### config.mk
export PLATFORM = sky130hd
export DESIGN_NAME = gpio_port
export DESIGN_NICKNAME = d
export VERILOG_FILES = /design/src/rtl/gpio_port_pkg.sv /design/src/rtl/gpio_rst_sync.sv /design/src/rtl/gpio_in_sync.sv /design/src/rtl/gpio_port_regs.sv /design/src/rtl/gpio_pad_drive.sv /design/src/rtl/gpio_rd_path.sv /design/src/rtl/gpio_port.sv
export SDC_FILE = /design/constraint.sdc
export NUM_CORES = 1
export LEC_CHECK = 0
export ABC_AREA = 1
export BUFFER_PORTS_ARGS = -buffer_cell sky130_fd_sc_hd__buf_2
export CORE_MARGIN = 8
export CORE_UTILIZATION = 30
export CTS_CLUSTER_SIZE = 40
export DETAILED_ROUTE_END_ITERATION = 8
export SYNTH_ARGS = -nofsm -noshare
export SYNTH_HDL_FRONTEND = slang
export SYNTH_SLANG_ARGS = --single-unit
### constraint.sdc
create_clock -name clk -period 3.3 [get_ports clk]
set_clock_uncertainty 0.05 [all_clocks]
set_input_delay 0.495 -clock clk [delete_from_list [all_inputs] [get_ports clk]]
set_output_delay 0.495 -clock clk [all_outputs]
set_load 0.01 [all_outputs]
### src/rtl/gpio_port_pkg.sv
package gpio_port_pkg;

  localparam int REG_ADDR_W = 2;

  typedef enum logic [REG_ADDR_W-1:0] {
    RSEL_DATA = 2'd0,
    RSEL_MODE = 2'd1,
    RSEL_RSV2 = 2'd2,
    RSEL_RSV3 = 2'd3
  } reg_sel_e;

  typedef struct packed {
    logic     wr;
    logic     bitw;
    logic     rd;
    logic     rmw;
    reg_sel_e sel;
  } bus_req_t;

endpackage

### src/rtl/gpio_rst_sync.sv
module gpio_rst_sync #(
  parameter int STAGES = 2
) (
  input  logic clk,
  input  logic rst_n_in,
  output logic rst_n_out
);

  logic [STAGES-1:0] chain_q;

  always_ff @(posedge clk or negedge rst_n_in) begin
    if (!rst_n_in) begin
      chain_q <= '0;
    end else begin
      chain_q <= {chain_q[STAGES-2:0], 1'b1};
    end
  end

  assign rst_n_out = chain_q[STAGES-1];

endmodule

### src/rtl/gpio_in_sync.sv
module gpio_in_sync #(
  parameter int WIDTH  = 8,
  parameter int STAGES = 2
) (
  input  logic             clk,
  input  logic             rst_n,
  input  logic [WIDTH-1:0] async_in,
  output logic [WIDTH-1:0] sync_out
);

  logic [STAGES-1:0][WIDTH-1:0] stage_q;

  for (genvar s = 0; s < STAGES; s++) begin : g_stage
    logic [WIDTH-1:0] stage_d;
    if (s == 0) begin : g_first
      assign stage_d = async_in;
    end else begin : g_next
      assign stage_d = stage_q[s-1];
    end

    always_ff @(posedge clk or negedge rst_n) begin
      if (!rst_n) begin
        stage_q[s] <= '0;
      end else begin
        stage_q[s] <= stage_d;
      end
    end
  end

  assign sync_out = stage_q[STAGES-1];

endmodule

### src/rtl/gpio_port_regs.sv
module gpio_port_regs
  import gpio_port_pkg::*;
#(
  parameter int PORT_W = 8,
  parameter int NIBS   = 2,
  parameter int SEL_W  = 3
) (
  input  logic              clk,
  input  logic              rst_n,
  input  bus_req_t          req,
  input  logic [SEL_W-1:0]  bitsel,
  input  logic [PORT_W-1:0] wdata,
  output logic [PORT_W-1:0] latch_q,
  output logic [NIBS-1:0]   mode_q
);

  logic [PORT_W-1:0] latch_d;
  logic [PORT_W-1:0] bit_mask;
  logic [NIBS-1:0]   mode_d;
  logic              latch_en;
  logic              mode_en;

  always_comb begin
    bit_mask         = '0;
    bit_mask[bitsel] = 1'b1;
    latch_en = req.wr && (req.sel == RSEL_DATA);
    mode_en  = req.wr && !req.bitw && (req.sel == RSEL_MODE);
    if (req.bitw) begin
      latch_d = (latch_q & ~bit_mask) | (bit_mask & {PORT_W{wdata[0]}});
    end else begin
      latch_d = wdata;
    end
    mode_d = wdata[NIBS-1:0];
  end

  always_ff @(posedge clk or negedge rst_n) begin
    if (!rst_n) begin
      latch_q <= '0;
      mode_q  <= '0;
    end else begin
      if (latch_en) begin
        latch_q <= latch_d;
      end
      if (mode_en) begin
        mode_q <= mode_d;
      end
    end
  end

endmodule

### src/rtl/gpio_pad_drive.sv
module gpio_pad_drive #(
  parameter int PORT_W = 8,
  parameter int NIB_W  = 4,
  parameter int NIBS   = 2
) (
  input  logic [PORT_W-1:0] latch_q,
  input  logic [NIBS-1:0]   mode_q,
  output logic [PORT_W-1:0] pin_out,
  output logic [PORT_W-1:0] pin_oe
);

  for (genvar k = 0; k < NIBS; k++) begin : g_nib
    logic [NIB_W-1:0] nib_latch;
    assign nib_latch = latch_q[k*NIB_W +: NIB_W];

    always_comb begin
      if (mode_q[k]) begin
        pin_out[k*NIB_W +: NIB_W] = nib_latch;
        pin_oe[k*NIB_W +: NIB_W]  = '1;
      end else begin
        pin_out[k*NIB_W +: NIB_W] = '0;
        pin_oe[k*NIB_W +: NIB_W]  = ~nib_latch;
      end
    end
  end

endmodule

### src/rtl/gpio_rd_path.sv
module gpio_rd_path
  import gpio_port_pkg::*;
#(
  parameter int PORT_W = 8,
  parameter int NIBS   = 2
) (
  input  logic              clk,
  input  logic              rst_n,
  input  bus_req_t          req,
  input  logic [PORT_W-1:0] latch_q,
  input  logic [NIBS-1:0]   mode_q,
  input  logic [PORT_W-1:0] pin_sync,
  output logic [PORT_W-1:0] rd_data,
  output logic              rd_valid
);

  logic [PORT_W-1:0] rd_next;

  always_comb begin
    rd_next = '0;
    unique case (req.sel)
      RSEL_DATA: rd_next = req.rmw ? latch_q : pin_sync;
      RSEL_MODE: rd_next[NIBS-1:0] = mode_q;
      default:   rd_next = '0;
    endcase
  end

  always_ff @(posedge clk or negedge rst_n) begin
    if (!rst_n) begin
      rd_data  <= '0;
      rd_valid <= 1'b0;
    end else begin
      rd_valid <= req.rd;
      if (req.rd) begin
        rd_data <= rd_next;
      end
    end
  end

endmodule

### src/rtl/gpio_port.sv
module gpio_port
  import gpio_port_pkg::*;
#(
  parameter int PORT_W      = 8,
  parameter int NIB_W       = 4,
  parameter int SYNC_STAGES = 2,
  localparam int SEL_W      = $clog2(PORT_W)
) (
  input  logic                  clk,
  input  logic                  rst_n,
  input  logic [REG_ADDR_W-1:0] bus_addr,
  input  logic                  bus_wr,
  input  logic                  bus_bitw,
  input  logic [SEL_W-1:0]      bus_bitsel,
  input  logic [PORT_W-1:0]     bus_wdata,
  input  logic                  bus_rd,
  input  logic                  bus_rmw,
  output logic [PORT_W-1:0]     rd_data,
  output logic                  rd_valid,
  input  logic [PORT_W-1:0]     pin_in,
  output logic [PORT_W-1:0]     pin_out,
  output logic [PORT_W-1:0]     pin_oe
);

  localparam int NIBS = PORT_W / NIB_W;

  logic              rst_core_n;
  bus_req_t          req;
  logic [PORT_W-1:0] latch_q;
  logic [NIBS-1:0]   mode_q;
  logic [PORT_W-1:0] pin_sync;

  always_comb begin
    req.wr   = bus_wr;
    req.bitw = bus_bitw;
    req.rd   = bus_rd;
    req.rmw  = bus_rmw;
    req.sel  = reg_sel_e'(bus_addr);
  end

  gpio_rst_sync #(.STAGES(2)) u_rst_sync (
    .clk       (clk),
    .rst_n_in  (rst_n),
    .rst_n_out (rst_core_n)
  );

  gpio_in_sync #(.WIDTH(PORT_W), .STAGES(SYNC_STAGES)) u_in_sync (
    .clk      (clk),
    .rst_n    (rst_core_n),
    .async_in (pin_in),
    .sync_out (pin_sync)
  );

  gpio_port_regs #(.PORT_W(PORT_W), .NIBS(NIBS), .SEL_W(SEL_W)) u_regs (
    .clk     (clk),
    .rst_n   (rst_core_n),
    .req     (req),
    .bitsel  (bus_bitsel),
    .wdata   (bus_wdata),
    .latch_q (latch_q),
    .mode_q  (mode_q)
  );

  gpio_pad_drive #(.PORT_W(PORT_W), .NIB_W(NIB_W), .NIBS(NIBS)) u_pad (
    .latch_q (latch_q),
    .mode_q  (mode_q),
    .pin_out (pin_out),
    .pin_oe  (pin_oe)
  );

  gpio_rd_path #(.PORT_W(PORT_W), .NIBS(NIBS)) u_rd (
    .clk      (clk),
    .rst_n    (rst_core_n),
    .req      (req),
    .latch_q  (latch_q),
    .mode_q   (mode_q),
    .pin_sync (pin_sync),
    .rd_data  (rd_data),
    .rd_valid (rd_valid)
  );

endmodule

==> results by group, run 1 <==
Outcome
  – Outcome: completed

Yosys
  – Synth unique cells: 23
  – Post-synth EDFFs: 0
  – Top cells by count, synth: nand2_1 (74), dfrtp_1 (37), inv_1 (27)
  – Synth Warn #: 0
  – Cell Area, Synth: between 1500 and 2000 µm²
  – Register bit count reported by yosys: 37
  – Seq/Total Area, Yosys: 0.5514
  – Area share of the largest cell type after synthesis: 0.5514
  – Synth async-reset ratio: 1.000
  – Synth area leader: dfrtp_1
  – Top_reg_cell synth: dfrtp_1
  – Post-Syn Instances: between 200 and 250
  – Most numerous cell in the Yosys netlist: nand2_1
  – Top cells by area, synth: dfrtp_1 (55%), nand2_1 (17%), inv_1 (6.0%)
  – Syn Area/Cell: 8.312 µm²
  – Net Count, Synth: between 200 and 250

Power
  – Total net switching power: approximately 300 µW
  – Max rail drop VDD: ~0.22 mV
  – Leak: 1.165 nW
  – Clock network fraction of total power: 0.301
  – Switching Share: 0.2959
  – Combinational share of power: 0.171
  – Pwr/cell area: between 400 and 500 nW/µm²
  – Sequential power share: 0.528
  – Int Power: roughly 700 µW

Die
  – Initial Util: 0.3068
  – Placement Rows: 27
  – Core area: between 5000 and 6000 µm²
  – Full die area: just over 8000 µm²
  – Chip width: a little over 90 µm
  – Die Ht: slightly above 90 µm
  – Num ports: 52

Final layout
  – Syn-to-layout area delta: 25.19%
  – Nets: 286
  – Fill cells: around 600
  – Multi-input logic area: about 600 µm²
  – Share of layout cells above drive strength 1: 0.3154
  – Register area: 925.9 µm²
  – Antenna Cells: 0
  – Cell Count, Final, Fillers Out: around 330

Route
  – DR vias/cell: 4.114
  – Post-route DRC: 0
  – DRT iter0 DRCs: 87
  – Routed len/inst: 11.99 µm
  – DR vias: about 1400
  – Post-Route WL: roughly 4 mm
  – First-pass DRT Iterations: 4
  – Routed Antenna Nets: 0

Placed design
  – Placed cell count: 323
  – GP Congestion: about 0.84
  – IO Port Bufs: 51
  – Post-detail-place hpwl: around 3.0 mm

Setup path
  – CP max stage cell: dfrtp_1
  – Critical path required time: between 2000 and 3000 ps
  – R2r endpoint: u_rd.rd_data[3]$_DFFE_PN0P_
  – Worst Setup End Kind: output port
  – WS Path Type: reg2out
  – RR Startpoint: u_in_sync.sync_out[3]$_DFF_PN0_
  – Crit path max fanout: 7
  – Worst setup SP type: flip-flop
  – CP arrival: around 1100 ps
  – R2R depth: 3
  – CP cell instances: inv_1 -> nand2_1 -> buf_2
  – Max incr delay on CP: ~460 ps
  – Reg2reg setup slack: about 2300 ps

Clocking
  – CTS clk-pin slew, worst paths: roughly 70 ps
  – Setup bufs post-CTS: 0
  – CTS Buf Count: 5
  – Clk sinks: 37
  – CTS tree: built
  – CTS max path bufs: 2
  – H-tree Lvls: 2
  – Clk root buf: clkbuf_8
  – Clock latency on the worst-skew pair: roughly 290 ps

Timing
  – Period utilization: 0.4935
  – Final setup TNS: 0 ps
  – Min Tclk post-route: between 1500 and 2000 ps
  – Final slew viol count: 0
  – Max Clk Rate: roughly 610 MHz
  – RSZ-0062 raised after global routing: no
  – Final setup fails: 0
  – Final Hold Vio Count: 0

Global routing
  – Pin count of the biggest net entering global routing: 36
  – Vias in the first global route: roughly 1500
  – Initial antenna violation count: 0
  – Gr ovfl total: 0
  – Total Routing Usage GR: 0.1024
  – First-pass GRT wire length: just under 7 mm

Job
  – Maxcap violations: 0

Worst hold path
  – Worst Hold Class: reg2async
-- placed cells by master, fill, tap and decap left out, types with 2 or more instances in the layout --
cell type   n
o22ai_1     6
buf_2      51
clkinv_2    2
clkbuf_8    5
dfrtp_1    37
nand3_1     6
o21ai_0     9
or2_2       6
nand2_1    74
o21ai_1     4
inv_1      27
a21oi_2     2
o21bai_1    2
a21oi_1     5
inv_2       4
nand2_2     5
nor2_1      5
-- timing repair --
action / in CTS / in global routing
endpoints found under the hold margin: 2 / 0
setup endpoints to repair: 0 / 0
resized for setup: 0 / 0
hold buffers: 1 / 0
-- worst max-delay path: cells and delay by family (launching register included) --
kind / cells / cell delay, ps
DFF: 1 / 460
buffers and inverters: 2 / 280
and+or+nand+nor: 1 / 60
-- metrics by stage --
step | utilization | cell area, µm² | power [mW] | setup slack (ps) | hold WS [ps]
finish | 0.3841 | 2102 | 1.005 | 1672 | 226.4
global route | 0.3841 | 2102 | 1.071 | 1544 | 241.5
CTS | 0.3841 | 2102 | 1.021 | 1654 | 241.6
detailed placement | 0.3665 | 2006 | 0.7136 | 1957 | 232.9
global placement | 0.3665 | 2006 | 0.7106 | 1977 | 232.6
floorplan | - | 1679 | 0.6313 | 2144 | 149.4
-- power by group through the flow --
stage                     combinational [mW]  sequential (mW)  clock, mW
after floorplan                       0.0976            0.534          0
final                                  0.172            0.530      0.303
after global placement                 0.171            0.539          0
after global routing                   0.199            0.537      0.335
after detailed placement               0.173            0.540          0
after CTS                              0.176            0.531      0.315
-- logic make-up after synthesis --
family | Yosys count | synth area share
DFF | 37 | 0.5514
and+or+nand+nor | 100 | 0.2586
buffers and inverters | 36 | 0.09239
other | 1 | 0.002233
AOI/OAI and AO/OA | 28 | 0.09538
-- metal layers --
metal | GRT usage | part of all wire | vias to the layer above
met5 | 0 | 0 | -
met4 | 0.04502 | 0.015 | 0
met3 | 0.04073 | 0.069 | 8
met2 | 0.1553 | 0.46 | 35
met1 | 0.1250 | 0.46 | 594
li1 | - | - | 729
-- cell type report --
type	instances	share of cell area
sequential	37	0.4405
multi-input combinational	129	0.2845
tap	72	0.04286
clock inverter	3	0.008333
inverter	33	0.06131
clock buffer	5	0.03274
timing repair buffer	53	0.1298
-- worst max-delay path by stage --
stage                                    start  slack, ps  cells past startpoint        end
3_3_place_gp                          bus_bitw       1980                      5  flip-flop
3_5_place_dp                          bus_bitw       1960                      5  flip-flop
2_1_floorplan  u_rst_sync.chain_q[1]$_DFF_PN0_       2140                      0  async pin
6_report          u_regs.mode_q[1]$_DFFE_PN0P_       1670                      3  pin_oe[5]
5_1_grt           u_regs.mode_q[1]$_DFFE_PN0P_       1540                      3  pin_oe[5]
4_1_cts           u_regs.mode_q[1]$_DFFE_PN0P_       1650                      3  pin_oe[7]
Power figures use the tool's default switching activity.
==> run 2: changes to the inputs <==
ABC_AREA = 0   (was 1)
clock period = 1.6 ns   (was 3.3 ns; I/O delays follow)
==> run 2 against run 1 <==
Effect of this change: count of clock-buffer cells in the layout unchanged; die area down 0.25%; largest cell class unchanged; area after synthesis down 0.30%; critical path depth down 1; core utilization up 1.9 points; largest power group unchanged; setup slack worse by 1400 ps; total power up 120%; final area up 4.2%; via count down 9.5%; clock power up 110%; critical endpoint is now pin_oe[6].
==> results by group, run 2 <==
Final layout
  – Antenna Cells: 0 (unchanged)
  – Most common cell after layout, fill and taps aside: buf_2
  – Fin util: 0.4028 (+0.01872)
  – Syn-to-layout area delta: 30.87%
  – Nets: 231 (-19%)
  – Final instance area: 2191 µm² (+4.2%)
  – Share of layout cells above drive strength 1: 0.3805 (+0.06510)
  – Multi-input logic area: 653.1 µm² (+9.2%)
  – Register area: 925.9 µm² (unchanged)
  – Fill cells: 553 (-7.1%)
  – Most frequent cells in the layout: buf_2 (51), dfrtp_1 (37), inv_1 (11), mux2i_1 (11)

Clocking
  – Clk sinks: 37 (unchanged)
  – Clock latency on the worst-skew pair: 290 ps (about the same)
  – CTS max path bufs: 2 (unchanged)
  – CTS tree: built
  – H-tree Lvls: 2 (unchanged)
  – Setup bufs post-CTS: 0 (unchanged)
  – Clk root buf: clkbuf_8
  – CTS Buf Count: 5 (unchanged)
  – CTS clk-pin slew, worst paths: 70 ps (about the same)

Route
  – DRT iter0 DRCs: 62 (-29%)
  – Met1 WL: 1.739 mm (-5.3%)
  – Met3 wire length: 246 µm (-10%)
  – Post-Route WL: 3.853 mm (-3.2%)
  – Routed len/inst: 13.91 µm (+16%)
  – DR vias/cell: 4.462 (+8.4%)
  – DR top layer: met4
  – Wire length on met2: 1.838 mm (+1.4%)
  – Routed Antenna Nets: 0 (unchanged)
  – Post-route DRC: 0 (unchanged)
  – First-pass DRT Iterations: 4 (unchanged)
  – DR vias: 1236 (-9.5%)

Yosys
  – Synth area leader: dfrtp_1
  – Most numerous cell in the Yosys netlist: dfrtp_1
  – Post-synth EDFFs: 0 (unchanged)
  – Main combinational cell family by area after synthesis: simple AND/OR/NAND/NOR gates
  – Synth unique cells: 27 (+17%)
  – Top cells by count, synth: dfrtp_1 (37), inv_1 (11), mux2i_1 (11)
  – Top cells by area, synth: dfrtp_1 (55%), mux2i_1 (6.6%), mux2_1 (4.0%)
  – Area share of the largest cell type after synthesis: 0.5531 (+0.001648)
  – Cell Area, Synth: 1674 µm² (-0.30%)
  – Seq/Total Area, Yosys: 0.5531 (+0.001648)
  – Mux cell area share after synthesis: 0.1330 (+0.1330)
  – Post-synthesis simple-gate area fraction: 0.1562 (-0.1024)
  – Synth async-reset ratio: 1.000 (unchanged)
  – Adder-cell share of the synthesized area: 0 (unchanged)
  – Xor and xnor area share after synthesis: 0 (unchanged)
  – Register bit count reported by yosys: 37 (unchanged)
  – Compound-Gate Fraction of Synth Area: 0.09865 (+0.003275)
  – Top_reg_cell synth: dfrtp_1
  – Net Count, Synth: 167 (-27%)
  – Synth Warn #: 0 (unchanged)
  – Post-Syn Instances: 140 (-31%)
  – Syn Area/Cell: 11.96 µm² (+44%)

Placed design
  – Placed cell areas: 2031 µm² (+1.2%)
  – GP Congestion: 0.7347 (-13%)
  – Post-detail-place hpwl: 2.988 mm (-0.17%)
  – IO Port Bufs: 51 (unchanged)

Setup path
  – CP max stage cell: dfrtp_1
  – CP cell instances: nand2b_1 -> buf_2
  – Reg2reg setup slack: 510 ps (-1830 ps)
  – R2r endpoint: u_rd.rd_data[0]$_DFFE_PN0P_
  – Family with the most delay on the worst path: flip-flops
  – Critical path required time: 1310 ps (-1440 ps)
  – Worst setup SP type: flip-flop
  – R2R depth: 3 (unchanged)
  – Max incr delay on CP: 470 ps (about the same)
  – WS Path Type: reg2out
  – Crit path max fanout: 10 (+3)
  – CP startpoint: u_regs.mode_q[1]$_DFFE_PN0P_
  – CP arrival: 1070 ps (about the same)
  – Crit path buf inv count: 1 (-1)
  – Worst Setup End Kind: output port

Global routing
  – Total Routing Usage GR: 0.09759 (-0.004808)
  – Initial antenna violation count: 0 (unchanged)
  – Gr ovfl total: 0 (unchanged)
  – Vias in the first global route: 1363 (-6.6%)
  – First-pass GRT wire length: 6.527 mm (-3.8%)
  – Pin count of the biggest net entering global routing: 30 (-17%)

Job
  – Maxcap violations: 0 (unchanged)

Outcome
  – Outcome: completed

Power
  – Max rail drop VDD: 0.5317 mV (+150%)
  – Pwr/cell area: 1008 nW/µm² (+110%)
  – Leak: 1.055 nW (-9.5%)

Die
  – Core area: 5439 µm² (-0.62%)
  – Initial Util: 0.3078 (+0.0009857)
  – Num ports: 52 (unchanged)
  – Die Ht: 90.70 µm (-0.13%)
  – Chip width: 90.70 µm (-0.13%)
  – Full die area: 8226 µm² (-0.25%)
  – Placement Rows: 27 (unchanged)

Timing
  – Period utilization: 0.8526
  – RSZ-0062 raised after global routing: no
  – Final Hold Vio Count: 0 (unchanged)
  – Min Tclk post-route: 1364 ps
  – Final slew viol count: 0 (unchanged)
  – Max Clk Rate: roughly 730 MHz
  – Final setup fails: 0 (unchanged)

Worst hold path
  – Worst Hold Class: in2reg
  – Hold path startpoint: pin_in[0]
  – Worst Hold Endpoint: u_in_sync.g_stage[1].stage_d[0]$_DFF_PN0_
  – Worst Hold Depth: 1
run 2: cell count changes after synthesis, moves of 5 or more:
cell | before | now
nand2_2 | 5 | 0
and2_1 | 0 | 8
or2_2 | 6 | 0
nand2b_1 | 0 | 9
mux2_1 | 0 | 6
inv_1 | 27 | 11
mux2i_1 | 0 | 11
nor2b_1 | 0 | 9
nand2_1 | 74 | 1
o21ai_0 | 9 | 0
nand3_1 | 6 | 1
run 2: repair_timing:
action                    in CTS  in global routing
hold endpoints to repair       8                  0
hold buffers                   7                  0
gates resized for setup        0                  0
run 2: worst max path at each step:
stage,to,depth (start not counted)
after floorplan,flip-flop,4
after global placement,flip-flop,4
after detailed placement,flip-flop,4
after CTS,pin_oe[5],2
after global routing,pin_out[6],2
final,pin_oe[6],2
run 2: layout make-up:
| class | instances | area share |
|---|---|---|
| inverters | 11 | 0.01885 |
| well taps | 72 | 0.04112 |
| clock buffers | 5 | 0.03141 |
| clock inverters | 3 | 0.009709 |
| flip-flops and latches | 37 | 0.4226 |
| repair buffers | 65 | 0.1782 |
| multi-input cells | 84 | 0.2981 |
run 2: logic make-up after synthesis:
kind of cell / after synthesis
flip-flops: 37
other: 1
buffers and inverters: 19
AND/OR/NAND/NOR: 40
multiplexers: 21
AO/OA/AOI/OAI: 22
run 2: power breakdown:
part,internal [mW],switching (mW)
Clock,0.308,0.336
Sequential,1.03,0.0939
Combinational,0.230,0.211
Total,1.57,0.641
run 2: layer usage:
metal  vias up  global-route usage
met2        35              0.1608
met5         -                   0
met4         0             0.03329
met1       590              0.1106
met3         5             0.04073
li1        606                   -
run 2: stage by stage:
step                std cells  hold slack (ps)  TNS [ps]  setup WS (ps)  power, mW
finish                    277            17.40         0          235.8      2.209
detailed placement        262           -19.91    -8.884         -8.884      1.580
CTS                       277           0.5523         0          203.7      2.257
floorplan                 140           -105.6         0          254.8      1.372
global placement          262           -20.94         0          21.92      1.572
global route              277            1.261         0          132.8      2.349
